<file path="src/rtl/dma_mode_pkg.sv">
package dma_mode_pkg;

    localparam int NUM_CLASSES = 3;

    typedef enum logic [2:0] {
        S_IDLE,
        S_UDMA,
        S_MWDMA,
        S_SWDMA,
        S_DONE
    } sel_state_e;

    // Class index 0 = Ultra, 1 = multiword, 2 = single-word (search order).
    function automatic logic [7:0] class_base(input int cls);
        case (cls)
            0:       return 8'h40;
            1:       return 8'h20;
            default: return 8'h10;
        endcase
    endfunction

endpackage

</file>
<file path="src/rtl/dma_mask_build.sv">
module dma_mask_build
    import dma_mode_pkg::*;
#(
    parameter int MASK_W        = 8,
    parameter int CODE_W        = 8,
    parameter int UDMA_KEEP_TOP = 2
) (
    input  logic                                udma_ok,
    input  logic                                words_ok,
    input  logic [MASK_W-1:0]                   dev_u,
    input  logic [MASK_W-1:0]                   dev_m,
    input  logic [MASK_W-1:0]                   dev_s,
    input  logic [MASK_W-1:0]                   host_u,
    input  logic [MASK_W-1:0]                   host_m,
    input  logic [MASK_W-1:0]                   host_s,
    input  logic [CODE_W-1:0]                   legacy,
    input  logic                                cable80,
    input  logic [CODE_W-1:0]                   req,
    output logic [NUM_CLASSES-1:0][MASK_W-1:0]  masks,
    output logic [NUM_CLASSES-1:0]              eligible
);

    localparam int LEGACY_MAX = 2;

    logic [MASK_W-1:0] clip_hi;
    logic [MASK_W-1:0] keep_lo;
    logic [MASK_W-1:0] legacy_mask;
    logic [MASK_W-1:0] u_raw;
    logic              legacy_ok;

    always_comb begin
        clip_hi     = '0;
        keep_lo     = '0;
        legacy_mask = '0;
        for (int i = 0; i < MASK_W; i++) begin
            keep_lo[i]     = (i <= UDMA_KEEP_TOP);
            clip_hi[i]     = (i > UDMA_KEEP_TOP) && (i < MASK_W - 1);
            legacy_mask[i] = (32'(i) <= 32'(legacy));
        end
    end

    assign legacy_ok = (legacy != '0) && (32'(legacy) <= LEGACY_MAX);
    assign u_raw     = host_u & dev_u;

    always_comb begin
        if (!udma_ok) begin
            masks[0] = '0;
        end else if ((32'(req) > 32'(class_base(0)) + UDMA_KEEP_TOP)
                     && ((u_raw & clip_hi) != '0) && !cable80) begin
            masks[0] = u_raw & keep_lo;
        end else begin
            masks[0] = u_raw;
        end

        masks[1] = words_ok ? (host_m & dev_m) : '0;

        if (words_ok)       masks[2] = host_s & dev_s;
        else if (legacy_ok) masks[2] = legacy_mask & host_s;
        else                masks[2] = '0;
    end

    generate
        for (genvar c = 0; c < NUM_CLASSES; c++) begin : g_elig
            assign eligible[c] = (32'(req) >= 32'(class_base(c)));
        end
    endgenerate

endmodule

</file>
<file path="src/rtl/dma_msb_find.sv">
module dma_msb_find #(
    parameter int MASK_W = 8,
    parameter int IDX_W  = $clog2(MASK_W)
) (
    input  logic [MASK_W-1:0] mask,
    output logic              found,
    output logic [IDX_W-1:0]  idx
);

    always_comb begin
        idx = '0;
        for (int i = 0; i < MASK_W; i++) begin
            if (mask[i]) idx = IDX_W'(i);
        end
    end

    assign found = |mask;

endmodule

</file>
<file path="src/rtl/dma_mode_select.sv">
module dma_mode_select
    import dma_mode_pkg::*;
#(
    parameter int MASK_W        = 8,
    parameter int CODE_W        = 8,
    parameter int UDMA_KEEP_TOP = 2
) (
    input  logic              clk,
    input  logic              rst_n,
    input  logic              start,
    input  logic              is_packet_dev,
    input  logic              host_no_packet_dma,
    input  logic              udma_word_ok,
    input  logic              dma_words_ok,
    input  logic [MASK_W-1:0] dev_udma_modes,
    input  logic [MASK_W-1:0] dev_mwdma_modes,
    input  logic [MASK_W-1:0] dev_swdma_modes,
    input  logic [CODE_W-1:0] legacy_sw_timing,
    input  logic [MASK_W-1:0] host_udma_mask,
    input  logic [MASK_W-1:0] host_mwdma_mask,
    input  logic [MASK_W-1:0] host_swdma_mask,
    input  logic              cable_80w,
    input  logic [CODE_W-1:0] req_mode,
    output logic              busy,
    output logic              done,
    output logic [CODE_W-1:0] mode_o,
    output logic              no_dma
);

    localparam int IDX_W = $clog2(MASK_W);

    typedef struct packed {
        logic              udma_ok;
        logic              words_ok;
        logic [MASK_W-1:0] dev_u;
        logic [MASK_W-1:0] dev_m;
        logic [MASK_W-1:0] dev_s;
        logic [MASK_W-1:0] host_u;
        logic [MASK_W-1:0] host_m;
        logic [MASK_W-1:0] host_s;
        logic [CODE_W-1:0] legacy;
        logic              cable80;
        logic [CODE_W-1:0] req;
    } snap_t;

    sel_state_e  state_q, state_d;
    snap_t       snap_q;
    logic [CODE_W-1:0] res_mode_q;
    logic              res_none_q;

    logic [NUM_CLASSES-1:0][MASK_W-1:0] masks;
    logic [NUM_CLASSES-1:0]             eligible;
    logic [NUM_CLASSES-1:0]             found;
    logic [NUM_CLASSES-1:0][IDX_W-1:0]  idx;

    logic              blocked;
    logic              in_check;
    int                cls;
    logic              hit;
    logic [CODE_W-1:0] code;
    logic [CODE_W-1:0] capped;

    dma_mask_build #(
        .MASK_W        (MASK_W),
        .CODE_W        (CODE_W),
        .UDMA_KEEP_TOP (UDMA_KEEP_TOP)
    ) u_masks (
        .udma_ok  (snap_q.udma_ok),
        .words_ok (snap_q.words_ok),
        .dev_u    (snap_q.dev_u),
        .dev_m    (snap_q.dev_m),
        .dev_s    (snap_q.dev_s),
        .host_u   (snap_q.host_u),
        .host_m   (snap_q.host_m),
        .host_s   (snap_q.host_s),
        .legacy   (snap_q.legacy),
        .cable80  (snap_q.cable80),
        .req      (snap_q.req),
        .masks    (masks),
        .eligible (eligible)
    );

    generate
        for (genvar c = 0; c < NUM_CLASSES; c++) begin : g_find
            dma_msb_find #(.MASK_W(MASK_W), .IDX_W(IDX_W)) u_find (
                .mask  (masks[c]),
                .found (found[c]),
                .idx   (idx[c])
            );
        end
    endgenerate

    assign blocked = is_packet_dev && host_no_packet_dma;

    // Class evaluated in the current state.
    always_comb begin
        in_check = 1'b1;
        cls      = 0;
        unique case (state_q)
            S_UDMA:  cls = 0;
            S_MWDMA: cls = 1;
            S_SWDMA: cls = 2;
            default: in_check = 1'b0;
        endcase
        hit    = in_check && eligible[cls] && found[cls];
        code   = CODE_W'(class_base(cls)) + CODE_W'(idx[cls]);
        capped = (code < snap_q.req) ? code : snap_q.req;
    end

    // Next-state logic.
    always_comb begin
        state_d = state_q;
        unique case (state_q)
            S_IDLE:  if (start) state_d = blocked ? S_DONE : S_UDMA;
            S_UDMA:  state_d = hit ? S_DONE : S_MWDMA;
            S_MWDMA: state_d = hit ? S_DONE : S_SWDMA;
            S_SWDMA: state_d = S_DONE;
            S_DONE:  state_d = S_IDLE;
            default: state_d = S_IDLE;
        endcase
    end

    // State, snapshot and result registers.
    always_ff @(posedge clk) begin
        if (!rst_n) begin
            state_q    <= S_IDLE;
            snap_q     <= '0;
            res_mode_q <= '0;
            res_none_q <= 1'b1;
        end else begin
            state_q <= state_d;
            if (state_q == S_IDLE && start) begin
                snap_q <= '{udma_ok:  udma_word_ok,
                            words_ok: dma_words_ok,
                            dev_u:    dev_udma_modes,
                            dev_m:    dev_mwdma_modes,
                            dev_s:    dev_swdma_modes,
                            host_u:   host_udma_mask,
                            host_m:   host_mwdma_mask,
                            host_s:   host_swdma_mask,
                            legacy:   legacy_sw_timing,
                            cable80:  cable_80w,
                            req:      req_mode};
                if (blocked) begin
                    res_mode_q <= '0;
                    res_none_q <= 1'b1;
                end
            end else if (hit) begin
                res_mode_q <= capped;
                res_none_q <= 1'b0;
            end else if (state_q == S_SWDMA) begin
                res_mode_q <= '0;
                res_none_q <= 1'b1;
            end
        end
    end

    // Outputs.
    always_comb begin
        busy   = (state_q != S_IDLE);
        done   = (state_q == S_DONE);
        mode_o = res_mode_q;
        no_dma = res_none_q;
    end

endmodule

</file>
<file path="config.mk">
export PLATFORM = sky130hd
export DESIGN_NAME = dma_mode_select
export DESIGN_NICKNAME = d
export VERILOG_FILES = /design/src/rtl/dma_mode_pkg.sv /design/src/rtl/dma_mask_build.sv /design/src/rtl/dma_msb_find.sv /design/src/rtl/dma_mode_select.sv
export SDC_FILE = /design/constraint.sdc
export NUM_CORES = 1
export LEC_CHECK = 0
export BUFFER_PORTS_ARGS = -buffer_cell sky130_fd_sc_hd__buf_2
export CAP_MARGIN = 20
export CORE_MARGIN = 2
export CORE_UTILIZATION = 56
export CTS_BUF_LIST = sky130_fd_sc_hd__clkbuf_4 sky130_fd_sc_hd__clkbuf_8
export DETAILED_ROUTE_END_ITERATION = 6
export PLACE_DENSITY_LB_ADDON = 0.3
export SLEW_MARGIN = 15
export SYNTH_ARGS = -nofsm -noshare
export SYNTH_HDL_FRONTEND = slang
export SYNTH_SLANG_ARGS = --single-unit
</file>
<file path="constraint.sdc">
create_clock -name clk -period 3.9 [get_ports clk]
set_input_delay 0.78 -clock clk [delete_from_list [all_inputs] [get_ports clk]]
set_output_delay 0.78 -clock clk [all_outputs]
set_load 0.01 [all_outputs]
</file>
# [Word-level counts from Yosys, hierarchy flattened]
# Index checks and enable logic that the tools add are counted.
[totals] register_bits=79 inputBits=72 out_inout_bits=11 wordCells=111
[classes] add_sub_neg=1 magnitude_cmp=14 n_eq_ne=7 n_mux=52 n_bitwise=4 reduce_logical=19
[ops] cell="8-bit 2-to-1 mux" n=10
[ops] cell="3-bit 2-to-1 mux" n=18
[ops] cell="8-bit bitwise AND" n=4
[ops] cell="32-bit by 1-bit == test with 1-bit output, second input constant" n=1
[ops] cell="3-bit by 8-bit <= comparator with 1-bit output, first input constant" n=4
[ops] cell="32-bit logical NOT" n=1
[ops] cell="32-bit by 4-bit less-than comparator with 1-bit output, second input constant" n=1
[ops] cell="8-bit OR reduction" n=3
[ops] cell="2-bit by 8-bit <= comparator with 1-bit output, first input constant" n=2
[ops] cell="8-bit nonzero test" n=2
[ops] cell="7-bit case mux with 2 select lines" n=1
[ops] cell="1-bit 2-to-1 mux" n=12
[ops] cell="2-bit 2-to-1 mux" n=6
[ops] cell="3-bit case mux with 4 select lines" n=1
[ops] cell="8-bit by 3-bit adder with 8-bit output" n=1
[ops] cell="8-bit by 5-bit >= comparator with 1-bit output, second input constant" n=1
[ops] cell="8-bit by 6-bit >= comparator with 1-bit output, second input constant" n=1
[ops] cell="8-bit by 7-bit >= comparator with 1-bit output, second input constant" n=1
[ops] cell="8-bit by 7-bit > comparator with 1-bit output, second input constant" n=1
[ops] cell="1-bit by 8-bit <= comparator with 1-bit output, first input constant" n=1
[ops] cell="8-bit by 2-bit <= comparator with 1-bit output, second input constant" n=1
[ops] cell="8-bit less-than comparator" n=1
[ops] cell="1-bit logical AND" n=7
[ops] cell="3-bit binary-select mux with 2-bit select" n=1
[ops] cell="11 further kinds" n=15

# [Depth between registers and ports, before layout]
# Gate-level depths: netlist of run 1.
[logic_depth] depth_word=21 depth_mapped=13

# [Hierarchy]
# Synthesis of run 1 repeated with hierarchy kept, for this count alone.
[unflattened] cells_unflattened=475 hier_area_um2=3819.9
[modules_own_cells] module="dma_mode_select" instances=1 cells_each=390 area_each_um2=3323.2 seq_area_each_um2=1581.5
[modules_own_cells] module="dma_mask_build" instances=1 cells_each=49 area_each_um2=297.8 seq_area_each_um2=0.0
[modules_own_cells] module="dma_msb_find" instances=3 cells_each=12 area_each_um2=66.3 seq_area_each_um2=0.0

# [Worst setup path before layout of run 1]
# Ideal clock, no wire load.
[synth_timing] path_type="reg-to-reg" startpoint="register snap_q[66] (netlist bit)" endpoint="register res_mode_q[1], in the netlist mode_o[1]" t_arrival_ps=2536 slack_ps=1234 path_stages_with_launch=13 period_less_slack_ps=2666 cell_sequence="dfxtp_1 -> nor4b_2 -> a22oi_1 -> o21ai_1 -> a21oi_1 -> a222oi_1 -> ha_1 -> nor2_1 -> nor3_1 -> nand4_1 -> o21ai_1 -> o21a_2 -> o211ai_1"
[synth_between] elab_chain_len=16
[synth_rtl] element="from (decl)" line="dma_mode_select.sv:47" rtl="snap_t snap_q;"
[synth_rtl] element="from (signal assigned)" line="dma_mode_select.sv:133" rtl="snap_q <= '{udma_ok: udma_word_ok,"
[synth_rtl] element="8-bit 2-to-1 mux (*)" line="dma_mask_build.sv:46" rtl="if (!udma_ok) begin"
[synth_rtl] element="1-bit 2-to-1 mux" line="dma_msb_find.sv:13" rtl="if (mask[i]) idx = IDX_W'(i);"
[synth_rtl] element="2-bit 2-to-1 mux (2 in series)" line="dma_msb_find.sv:13"
[synth_rtl] element="3-bit 2-to-1 mux (4 in series)" line="dma_msb_find.sv:13"
[synth_rtl] element="3-bit binary-select mux with 2-bit select" line="dma_mode_select.sv:106" rtl="code = CODE_W'(class_base(cls)) + CODE_W'(idx[cls]);"
[synth_rtl] element="3-bit 2-to-1 mux (implied by the code) (2 in series)" line="dma_mode_select.sv:106"
[synth_rtl] element="8-bit by 3-bit adder with 8-bit output" line="dma_mode_select.sv:106"
[synth_rtl] element="8-bit less-than comparator" line="dma_mode_select.sv:107" rtl="capped = (code < snap_q.req) ? code : snap_q.req;"
[synth_rtl] element="8-bit 2-to-1 mux" line="dma_mode_select.sv:107"
[synth_rtl] element="8-bit 2-to-1 mux" line="dma_mode_select.sv:148" rtl="end else if (hit) begin"
[synth_rtl] element="8-bit 2-to-1 mux" line="dma_mode_select.sv:132" rtl="if (state_q == S_IDLE && start) begin"
[synth_rtl] element="to (signal assigned)" line="dma_mode_select.sv:149" rtl="res_mode_q <= capped;"
[synth_rtl] element="to (decl)" line="dma_mode_select.sv:48" rtl="logic [CODE_W-1:0] res_mode_q;"
# Mark *: on every way between the ends. The rest lies on a longest branch, timed or not. The select of a mux whose other input is x is not followed.
# A chain may end at the register's enable or synchronous reset.

# [Worst setup path after layout of run 1]
[layout_timing] startpoint="register snap_q[1] (netlist bit)" endpoint="register res_mode_q[2], in the netlist mode_o[2]"
[layout_between] elab_chain_len=18
[layout_rtl] element="8-bit by 7-bit > comparator with 1-bit output" line="dma_mask_build.sv:48" rtl="end else if ((32'(req) > 32'(class_base(0)) + UDMA_KEEP_TOP)"
[layout_rtl] element="1-bit logical AND (2 in series)" line="dma_mask_build.sv:49" rtl="&& ((u_raw & clip_hi) != '0) && !cable80) begin"
[layout_rtl] element="8-bit 2-to-1 mux" line="dma_mask_build.sv:48"
[layout_rtl] element="8-bit 2-to-1 mux" line="dma_mask_build.sv:46"
[layout_rtl] element="2-bit 2-to-1 mux" line="dma_msb_find.sv:13"
[layout_rtl] element="3-bit 2-to-1 mux (4 in series)" line="dma_msb_find.sv:13"
[layout_rtl] element="3-bit binary-select mux with 2-bit select" line="dma_mode_select.sv:106"
[layout_rtl] element="3-bit 2-to-1 mux (implied by the code) (2 in series)" line="dma_mode_select.sv:106"
[layout_rtl] element="8-bit by 3-bit adder with 8-bit output" line="dma_mode_select.sv:106"
[layout_rtl] element="8-bit less-than comparator" line="dma_mode_select.sv:107"
[layout_rtl] element="8-bit 2-to-1 mux" line="dma_mode_select.sv:107"
[layout_rtl] element="8-bit 2-to-1 mux" line="dma_mode_select.sv:148"
[layout_rtl] element="8-bit 2-to-1 mux" line="dma_mode_select.sv:132"
# Several ways; a longest one is shown, not always the timed one. The select of a mux whose other input is x is not followed.

==> results of run 1 <==
cell type report:
cell class	count	share of cell area
inverters	14	0.0123
clock buffers	13	0.0376
flip-flops and latches	79	0.372
repair buffers	84	0.0999
well taps	77	0.0226
multi-input cells	356	0.449
clock inverters	1	0.00705
cell families (layout without fill, tap and decap cells):
family,count (synthesis),count (layout),synth area share
flip-flops,79,79,0.433
adder cells (fa/ha/maj),5,5,0.0171
AND/OR/NAND/NOR,212,212,0.246
AO/OA/AOI/OAI,137,137,0.254
XOR/XNOR,2,2,0.00479
buffers and inverters,41,112,0.0462
per-layer routing:
metal / vias to the layer above / part of all wire
met2: 115 / 0.49
met1: 1649 / 0.45
met4: 0 / 0.017
met3: 18 / 0.050
li1: 1788 / -
met5: - / 0
report_power, final:
part | total [mW] | leakage [nW] | internal [mW] | switching, mW
clock | 0.600 | 0.0998 | 0.329 | 0.271
combinational | 0.388 | 0.984 | 0.147 | 0.241
sequential | 0.960 | 0.647 | 0.882 | 0.0779
total | 1.95 | 1.73 | 1.36 | 0.590
stage by stage:
step / power (mW) / hold WS [ns] / setup slack (ns) / instances
floorplan: 1.25 / 0.432 / 1.23 / 476
global placement: 1.35 / 0.432 / 0.912 / 610
detailed placement: 1.36 / 0.441 / 0.741 / 610
CTS: 1.96 / 0.459 / 0.689 / 624
global route: 2.06 / 0.482 / 0.360 / 624
finish: 1.95 / 0.449 / 0.666 / 624
cells in the mapped netlist, types with 4 or more instances:
library cell / count
a21oi_1: 72
nand3_1: 11
buf_2: 6
nand4_1: 6
a31oi_1: 4
nor3_1: 7
a22o_1: 7
inv_1: 13
o211ai_1: 4
nand2_1: 167
o2111ai_1: 5
dfxtp_1: 79
o21ai_0: 8
clkbuf_1: 19
o21ai_1: 4
nor2_1: 7
ha_1: 5
flip-flops by register name (all words and copies together) (netlist names):
| signal | count |
|---|---|
| snap_q | 67 |
| mode_o | 8 |
| state_q | 3 |
| no_dma | 1 |
worst paths after layout:
| check | end | slack, ns | depth (start not counted) |
|---|---|---|---|
| worst max-delay path | mode_o[2] | 0.67 | 12 |
| worst min-delay path | mode_o[0] | 0.45 | 2 |
| worst max register to register | mode_o[2] | 0.67 | 12 |
| worst min register to register | mode_o[0] | 0.45 | 2 |
tightest hold or removal path: cells and delay by family (launching register included):
kind / cells / cell delay, ns
compound gates: 1 / 0.05
flops: 1 / 0.33
simple gates: 1 / 0.04
==> impl_metrics.json, run 1 <==
{
  "drc": 0,
  "die_h_um": 84.8,
  "syn_area_um2": 3660,
  "grtUsageMet1": 0.337,
  "cp_cell_sequence": "a211oi_1, a22oi_1, o21ai_1, a21oi_1, a222oi_1, ha_1, nor2_1, nor3_1, nand4_1, o21ai_1, o21a_2, o211ai_1",
  "cts_sinks": 79,
  "grt_util_met2": 0.439,
  "critPathSlowestCell": "a222oi_1",
  "area_growth_pct": 16.4,
  "regArea_um2": 1580,
  "setup-tns-final_ns": 0,
  "critPathArrivalTime_ns": 3.45,
  "fill_cells": 565,
  "async_flop_share": 0,
  "dieArea_um2": 7190,
  "wl_per_cell_um": 14.3,
  "gr-total-overflow": 0,
  "hp-class": "flop to flop",
  "n_antenna_cell": 0,
  "slew_viol_final": 0,
  "dpl_cell_area_um2": 4070,
  "ir_worst_vdd_mv": 0.308,
  "worst_path_largest_cell_delay_ns": 0.48,
  "max_cap_violations": 0,
  "grt_max_degree": 69,
  "clock_skew_ns": 0.00484,
  "p_leak_nw": 1.73,
  "grt_pass1_wl_um": 15400,
  "ant_nets": 0,
  "cts-root-buf": "clkbuf_8",
  "utilization": 0.670,
  "syn_nets": 553,
  "worstPathRequired_ns": 4.12,
  "relSlewSlack": 0.436,
  "final_common_cell": "nand2_1",
  "finalHoldViolCount": 0,
  "path_common_cell": "o21ai_1",
  "hold_buffers": 0,
  "worst_pin_slew_ns": 0.843,
  "status": "completed",
  "cp_num_buf_inv": 0,
  "ys_types": 53,
  "fmax_mhz": 309,
  "tritoncts": "built",
  "critPathTopFamily": "compound AO/OA/AOI/OAI gates",
  "numCtsBuffers": 9,
  "clock_path_buffers": 2,
  "power-per-cell-area_nw_per_um2": 458,
  "dr.pass1.iters": 5,
  "period_share": 0.829,
  "gr-usage-met3": 0.0629,
  "ys_seq_area_frac": 0.433,
  "floorplan.initialDensity": 0.576,
  "cp-start-kind": "flop",
  "synth_enable_flop_cells": 0,
  "first_global_vias": 3337,
  "synthTopCellsByArea": "dfxtp_1 (43%), nand2_1 (17%), a21oi_1 (9.9%)",
  "final_cell_mix": "nand2_1 (166), buf_2 (82), dfxtp_1 (79)",
  "vias_per_cell": 5.72,
  "yosys.area.top_type": "dfxtp_1",
  "die_x_um": 84.8,
  "io_pins": 83,
  "portBuffers": 82,
  "cts_resized": 0,
  "path_clk_slew_ns": 0.07,
  "r2r-start": "snap_q[1]",
  "final_layout_size_suffix_gt1_frac": 0.207,
  "synth.avg_cell_area_um2": 7.68,
  "design_area_um2": 4260,
  "crit_type": "flop to flop",
  "multi_input_area_um2": 1910,
  "crit_fanout": 7,
  "nets": 621,
  "gp_congestion": 0.895,
  "yosysWarnings": 0,
  "finalCriticalPeriod_ns": 3.23,
  "syn_inst": 476,
  "end_kind": "flop",
  "postCtsSetupBuffers": 0,
  "synth_top_area_frac": 0.433,
  "ys_seq_elements": 79,
  "busiest_layer": "met2",
  "antenna_found_initial": 0,
  "vias": 3570,
  "dpl.hpwl_um": 6290,
  "drt-total-wl_um": 8920,
  "setup_viol": 0,
  "clock_latency_ns": 0.34,
  "ys.flop_type": "dfxtp_1",
  "drt-initial-drc-count": 209,
  "rsz0062_at_grt": "false",
  "startpoint": "snap_q[1]",
  "grtUsageTotal": 0.263,
  "num_rows": 29,
  "min_from": "mode_o[0]",
  "coreArea_um2": 6350,
  "cts.htree.levels": 3
}
Note: power is estimated with default switching activity, not from simulation.
==> inputs of run 2 (changes only) <==
--- a/config.mk
+++ b/config.mk
@@ -8,7 +8,7 @@
 export BUFFER_PORTS_ARGS = -buffer_cell sky130_fd_sc_hd__buf_2
 export CAP_MARGIN = 20
 export CORE_MARGIN = 2
-export CORE_UTILIZATION = 56
+export CORE_UTILIZATION = 50
 export CTS_BUF_LIST = sky130_fd_sc_hd__clkbuf_4 sky130_fd_sc_hd__clkbuf_8
 export DETAILED_ROUTE_END_ITERATION = 6
 export PLACE_DENSITY_LB_ADDON = 0.3
==> constraint.sdc (replaced) <==
create_clock -name clk -period 2.7 [get_ports clk]
set_input_delay 0.54 -clock clk [delete_from_list [all_inputs] [get_ports clk]]
set_output_delay 0.54 -clock clk [all_outputs]
set_load 0.01 [all_outputs]
==> impl_metrics.json, run 2 (synthesis results as in run 1) <==
{
  "design_area_um2": 4730,
  "first_global_vias": 3523,
  "grt_pass1_wl_um": 16000,
  "hold_buffers": 0,
  "setup_viol": 6,
  "p_leak_nw": 1.97,
  "cts.htree.levels": 3,
  "min_from": "host_mwdma_mask[2]",
  "max_cap_violations": 0,
  "io_pins": 83,
  "grtUsageTotal": 0.258,
  "clock_skew_ns": 0.00722,
  "nets": 660,
  "die_h_um": 89.5,
  "worstPathRequired_ns": 2.96,
  "multi_input_area_um2": 2020,
  "vias": 3777,
  "portBuffers": 82,
  "clock_latency_ns": 0.36,
  "tritoncts": "built",
  "dieArea_um2": 8010,
  "final_layout_size_suffix_gt1_frac": 0.297,
  "drc": 0,
  "fill_cells": 606,
  "dr.pass1.iters": 5,
  "path_clk_slew_ns": 0.08,
  "ir_worst_vdd_mv": 0.297,
  "antenna_found_initial": 0,
  "worst_hold_path.endpoint": "snap_q[27]",
  "setup-tns-final_ns": -0.589,
  "final_cell_mix": "nand2_1 (166), buf_2 (82), dfxtp_1 (74)",
  "status": "finished with violations",
  "setup_ws_ns": -0.115,
  "dpl_cell_area_um2": 4290,
  "dpl.hpwl_um": 6890,
  "cp-start-kind": "flop",
  "violations": "negative setup slack",
  "power-per-cell-area_nw_per_um2": 656,
  "numCtsBuffers": 9,
  "wl_per_cell_um": 14.6,
  "finalHoldViolCount": 0,
  "gr-total-overflow": 0,
  "crit_type": "flop to flop",
  "grt_max_degree": 49,
  "floorplan.initialDensity": 0.510,
  "vias_per_cell": 5.51,
  "clock_path_buffers": 2,
  "coreArea_um2": 7180,
  "hp-class": "input pin to flop",
  "r2r-end": "mode_o[4]",
  "cts_sinks": 79,
  "ant_nets": 0,
  "num_rows": 31,
  "drt-initial-drc-count": 275,
  "regArea_um2": 1590,
  "r2r-start": "snap_q[5]",
  "end_kind": "flop",
  "gp_congestion": 0.895,
  "holdPathStages": 3,
  "ff2ff_path_depth": 13,
  "n_antenna_cell": 0,
  "finalPower_mw": 3.11,
  "worst_pin_slew_ns": 0.543,
  "slew_viol_final": 0,
  "die_x_um": 89.5,
  "fmax_mhz": 355,
  "drt-total-wl_um": 9970,
  "finalCriticalPeriod_ns": 2.81,
  "final_common_cell": "nand2_1",
  "regMostFlops": "snap_q",
  "relSlewSlack": 0.638,
  "rsz0062_at_grt": "true",
  "area_growth_pct": 29.4,
  "critPathArrivalTime_ns": 3.08,
  "crit_fanout": 3,
  "period_share": 1.04,
  "reg2reg_setup_slack_ns": -0.11,
  "largest_reg_flops": 67,
  "cts-root-buf": "clkbuf_8"
}
run 2: cell types whose count changed in the layout (fill, tap and decap cells not counted), moves of 3 or more:
cell / delta
buf_4: +38
dfxtp_1: -5
dfxtp_2: +5
nor3_1: -3
nor3_2: +3
o21ai_2: +3
run 2: per-layer routing:
| metal | wire [µm] | vias up | global-route usage | part of all wire |
|---|---|---|---|---|
| li1 | - | 1864 | - | - |
| met1 | 4380 | 1734 | 0.323 | 0.44 |
| met2 | 4680 | 145 | 0.419 | 0.47 |
| met3 | 603 | 34 | 0.0665 | 0.060 |
| met4 | 307 | 0 | 0.117 | 0.031 |
| met5 | 0 | - | 0 | 0 |
run 2: how the worst max path moves through the flow:
stage / start / to / slack, ns
4_1_cts: snap_q[36] / mode_o[6] / -0.02
3_3_place_gp: snap_q[1] / mode_o[6] / 0.02
2_1_floorplan: snap_q[66] / mode_o[1] / 0.03
3_5_place_dp: snap_q[1] / mode_o[6] / -0.15
6_report: snap_q[5] / mode_o[4] / -0.11
5_1_grt: snap_q[5] / mode_o[4] / -0.24
run 2: final cells by class:
cell class,instances,area share
multi-input cells,356,0.428
inverters,14,0.0111
flip-flops and latches,79,0.336
clock inverters,3,0.0145
clock buffers,11,0.0307
repair buffers,123,0.154
well taps,99,0.0262
run 2: timing repair:
| action | 4_1_cts | 5_1_grt |
|---|---|---|
| gates resized for setup | 3 | 26 |
| pin swaps | 3 | 15 |
| buffers inserted | 12 | 4 |
| endpoints found under the setup margin | 6 | 6 |
run 2: where the power goes:
part	leakage (nW)	internal (mW)	switching, mW
clock	0.109	0.548	0.413
sequential	0.649	1.28	0.0933
combinational	1.21	0.330	0.446
total	1.97	2.15	0.952
run 2: stage by stage:
stage                     hold WS, ns  setup WS [ns]  utilization  cells
final                           0.408         -0.115        0.659    685
after global routing            0.411         -0.241        0.659    685
after CTS                       0.410        -0.0204        0.643    683
after detailed placement        0.438         -0.150        0.598    657
after global placement          0.430         0.0246        0.598    657
after floorplan                 0.432         0.0345            -    476
run 2: critical path: stages (launching register included):
cell       delay (ns)
dfxtp_2          0.34
nor4b_4          0.30
buf_4            0.16
a22o_1           0.16
nand2_1          0.09
a222oi_1         0.47
ha_2             0.29
nor2_2           0.05
nor3_2           0.11
nand4_1          0.15
o21ai_2          0.21
buf_4            0.17
o2111ai_1        0.12
o311ai_1         0.11
==> inputs of run 3 (changes only) <==
--- a/config.mk
+++ b/config.mk
@@ -12,6 +12,8 @@
 export CTS_BUF_LIST = sky130_fd_sc_hd__clkbuf_4 sky130_fd_sc_hd__clkbuf_8
 export DETAILED_ROUTE_END_ITERATION = 6
 export PLACE_DENSITY_LB_ADDON = 0.3
+export RECOVER_POWER = 100
+export SETUP_SLACK_MARGIN = 0.3
 export SLEW_MARGIN = 15
 export SYNTH_ARGS = -nofsm -noshare
 export SYNTH_HDL_FRONTEND = slang
==> impl_metrics.json, run 3 (synthesis results as in run 1) <==
{
  "status": "finished with violations",
  "violations": "negative setup slack",
  "clock_path_buffers": 2,
  "area_growth_pct": 25.7,
  "finalPower_mw": 3.11,
  "crit_fanout": 7,
  "hp-class": "input pin to flop",
  "cts.htree.levels": 3,
  "power-per-cell-area_nw_per_um2": 677,
  "power_frac_seq": 0.440,
  "p_comb_frac": 0.227,
  "io_pins": 83,
  "setup_viol": 6,
  "path_clk_slew_ns": 0.08,
  "cp_num_buf_inv": 1,
  "portBuffers": 82,
  "n_antenna_cell": 0,
  "hold_ws_ns": 0.413,
  "gr-total-overflow": 0,
  "die_h_um": 89.5,
  "vias": 3637,
  "drt-total-wl_um": 9450,
  "tritoncts": "built",
  "cts_sinks": 79,
  "fill_cells": 661,
  "end_kind": "flop",
  "p_int_mw": 2.20,
  "clock_latency_ns": 0.36,
  "critPathTopFamily": "compound AO/OA/AOI/OAI gates",
  "relSlewSlack": 0.271,
  "ir_worst_vdd_mv": 0.529,
  "slew_viol_final": 0,
  "dieArea_um2": 8010,
  "drc": 0,
  "place_ws_ns": -0.0616,
  "final_cell_mix": "nand2_1 (166), dfxtp_1 (75), a21oi_1 (72)",
  "grtUsageTotal": 0.246,
  "finalHoldViolCount": 0,
  "worst_pin_slew_ns": 1.09,
  "multi_input_area_um2": 1950,
  "wl_per_cell_um": 14.0,
  "regMostFlops": "snap_q",
  "max_cap_violations": 0,
  "die_x_um": 89.5,
  "final_layout_size_suffix_gt1_frac": 0.244,
  "floorplan.initialDensity": 0.510,
  "worstPathRequired_ns": 2.97,
  "vias_per_cell": 5.38,
  "critPathArrivalTime_ns": 3.06,
  "drt-initial-drc-count": 151,
  "gp_congestion": 0.886,
  "final_common_cell": "nand2_1",
  "regArea_um2": 1590,
  "p_leak_nw": 1.87,
  "utilization": 0.640,
  "power_switching_mw": 0.908,
  "rsz0062_at_grt": "true",
  "antenna_found_initial": 0,
  "numCtsBuffers": 9,
  "finalCriticalPeriod_ns": 2.79,
  "coreArea_um2": 7180,
  "num_rows": 31,
  "critPathSlowestCell": "a222oi_1",
  "swShare": 0.292,
  "hold_buffers": 0,
  "p_clk_frac": 0.333,
  "worst_path_largest_cell_delay_ns": 0.44,
  "grt_pass1_wl_um": 15300,
  "clock_skew_ns": 0.00783,
  "cp-start-kind": "flop",
  "largest_reg_flops": 67,
  "setup_ws_ns": -0.0885,
  "cp_cell_sequence": "o21bai_1, a22oi_2, o21ai_1, a21oi_1, a222oi_1, ha_2, nor2_1, nor3_2, nand4_1, o21ai_2, buf_4, o2111ai_1, o211ai_1",
  "period_share": 1.03,
  "ant_nets": 0,
  "nets": 650,
  "crit_type": "flop to flop",
  "dr.pass1.iters": 4,
  "first_global_vias": 3459,
  "dpl.hpwl_um": 6880,
  "fmax_mhz": 359,
  "grt_max_degree": 68,
  "cts-root-buf": "clkbuf_8"
}
-- run 3: per-layer routing --
layer | share of wire | vias up | global-route usage
met5 | 0 | - | 0
li1 | - | 1846 | -
met1 | 0.43 | 1675 | 0.289
met3 | 0.045 | 20 | 0.0480
met2 | 0.50 | 96 | 0.440
met4 | 0.024 | 0 | 0.0991
-- run 3: per-stage QoR --
stage | cells | TNS (ns) | cell area (µm²)
after global routing | 676 | -4.51 | 4590
after detailed placement | 650 | -0.289 | 4280
after CTS | 674 | -0.165 | 4590
final | 676 | -0.433 | 4590
after global placement | 650 | 0 | 4280
after floorplan | 476 | 0 | 3680
-- run 3: layout make-up --
cell class	count	share of cell area
Tap cell	99	0.0270
Inverter	14	0.0114
Clock inverter	4	0.0207
Timing Repair Buffer	113	0.142
Clock buffer	11	0.0302
Multi-Input combinational cell	356	0.424
Sequential cell	79	0.345
-- run 3: power by group through the flow --
stage | combinational (mW) | sequential [mW] | clock (mW)
after floorplan | 0.447 | 1.37 | 0
after global placement | 0.640 | 1.39 | 0
after detailed placement | 0.655 | 1.39 | 0
after CTS | 0.692 | 1.37 | 1.05
after global routing | 0.783 | 1.38 | 1.11
final | 0.705 | 1.37 | 1.04
-- run 3: timing repair --
action                                  4_1_cts  5_1_grt
pin swaps                                     3        8
endpoints found under the setup margin        6        6
resized for setup                             4        3
setup buffers                                 9        2
-- run 3: worst reg2reg max path: cells and delay by family (launching register included) --
kind / cells / cell delay [ns]
compound gates: 8 / 1.58
fa+ha+maj: 1 / 0.27
buf+inv: 1 / 0.16
flops: 1 / 0.37
simple gates: 3 / 0.35
-- run 3: path summary, 6_finish.rpt --
kind | from | end | slack (ns) | cells past startpoint
setup reg to reg | snap_q[7] | mode_o[5] | -0.09 | 13
setup / recovery | snap_q[7] | mode_o[5] | -0.09 | 13
hold reg to reg | no_dma | no_dma | 0.45 | 2
hold / removal | dev_mwdma_modes[2] | snap_q[51] | 0.41 | 3
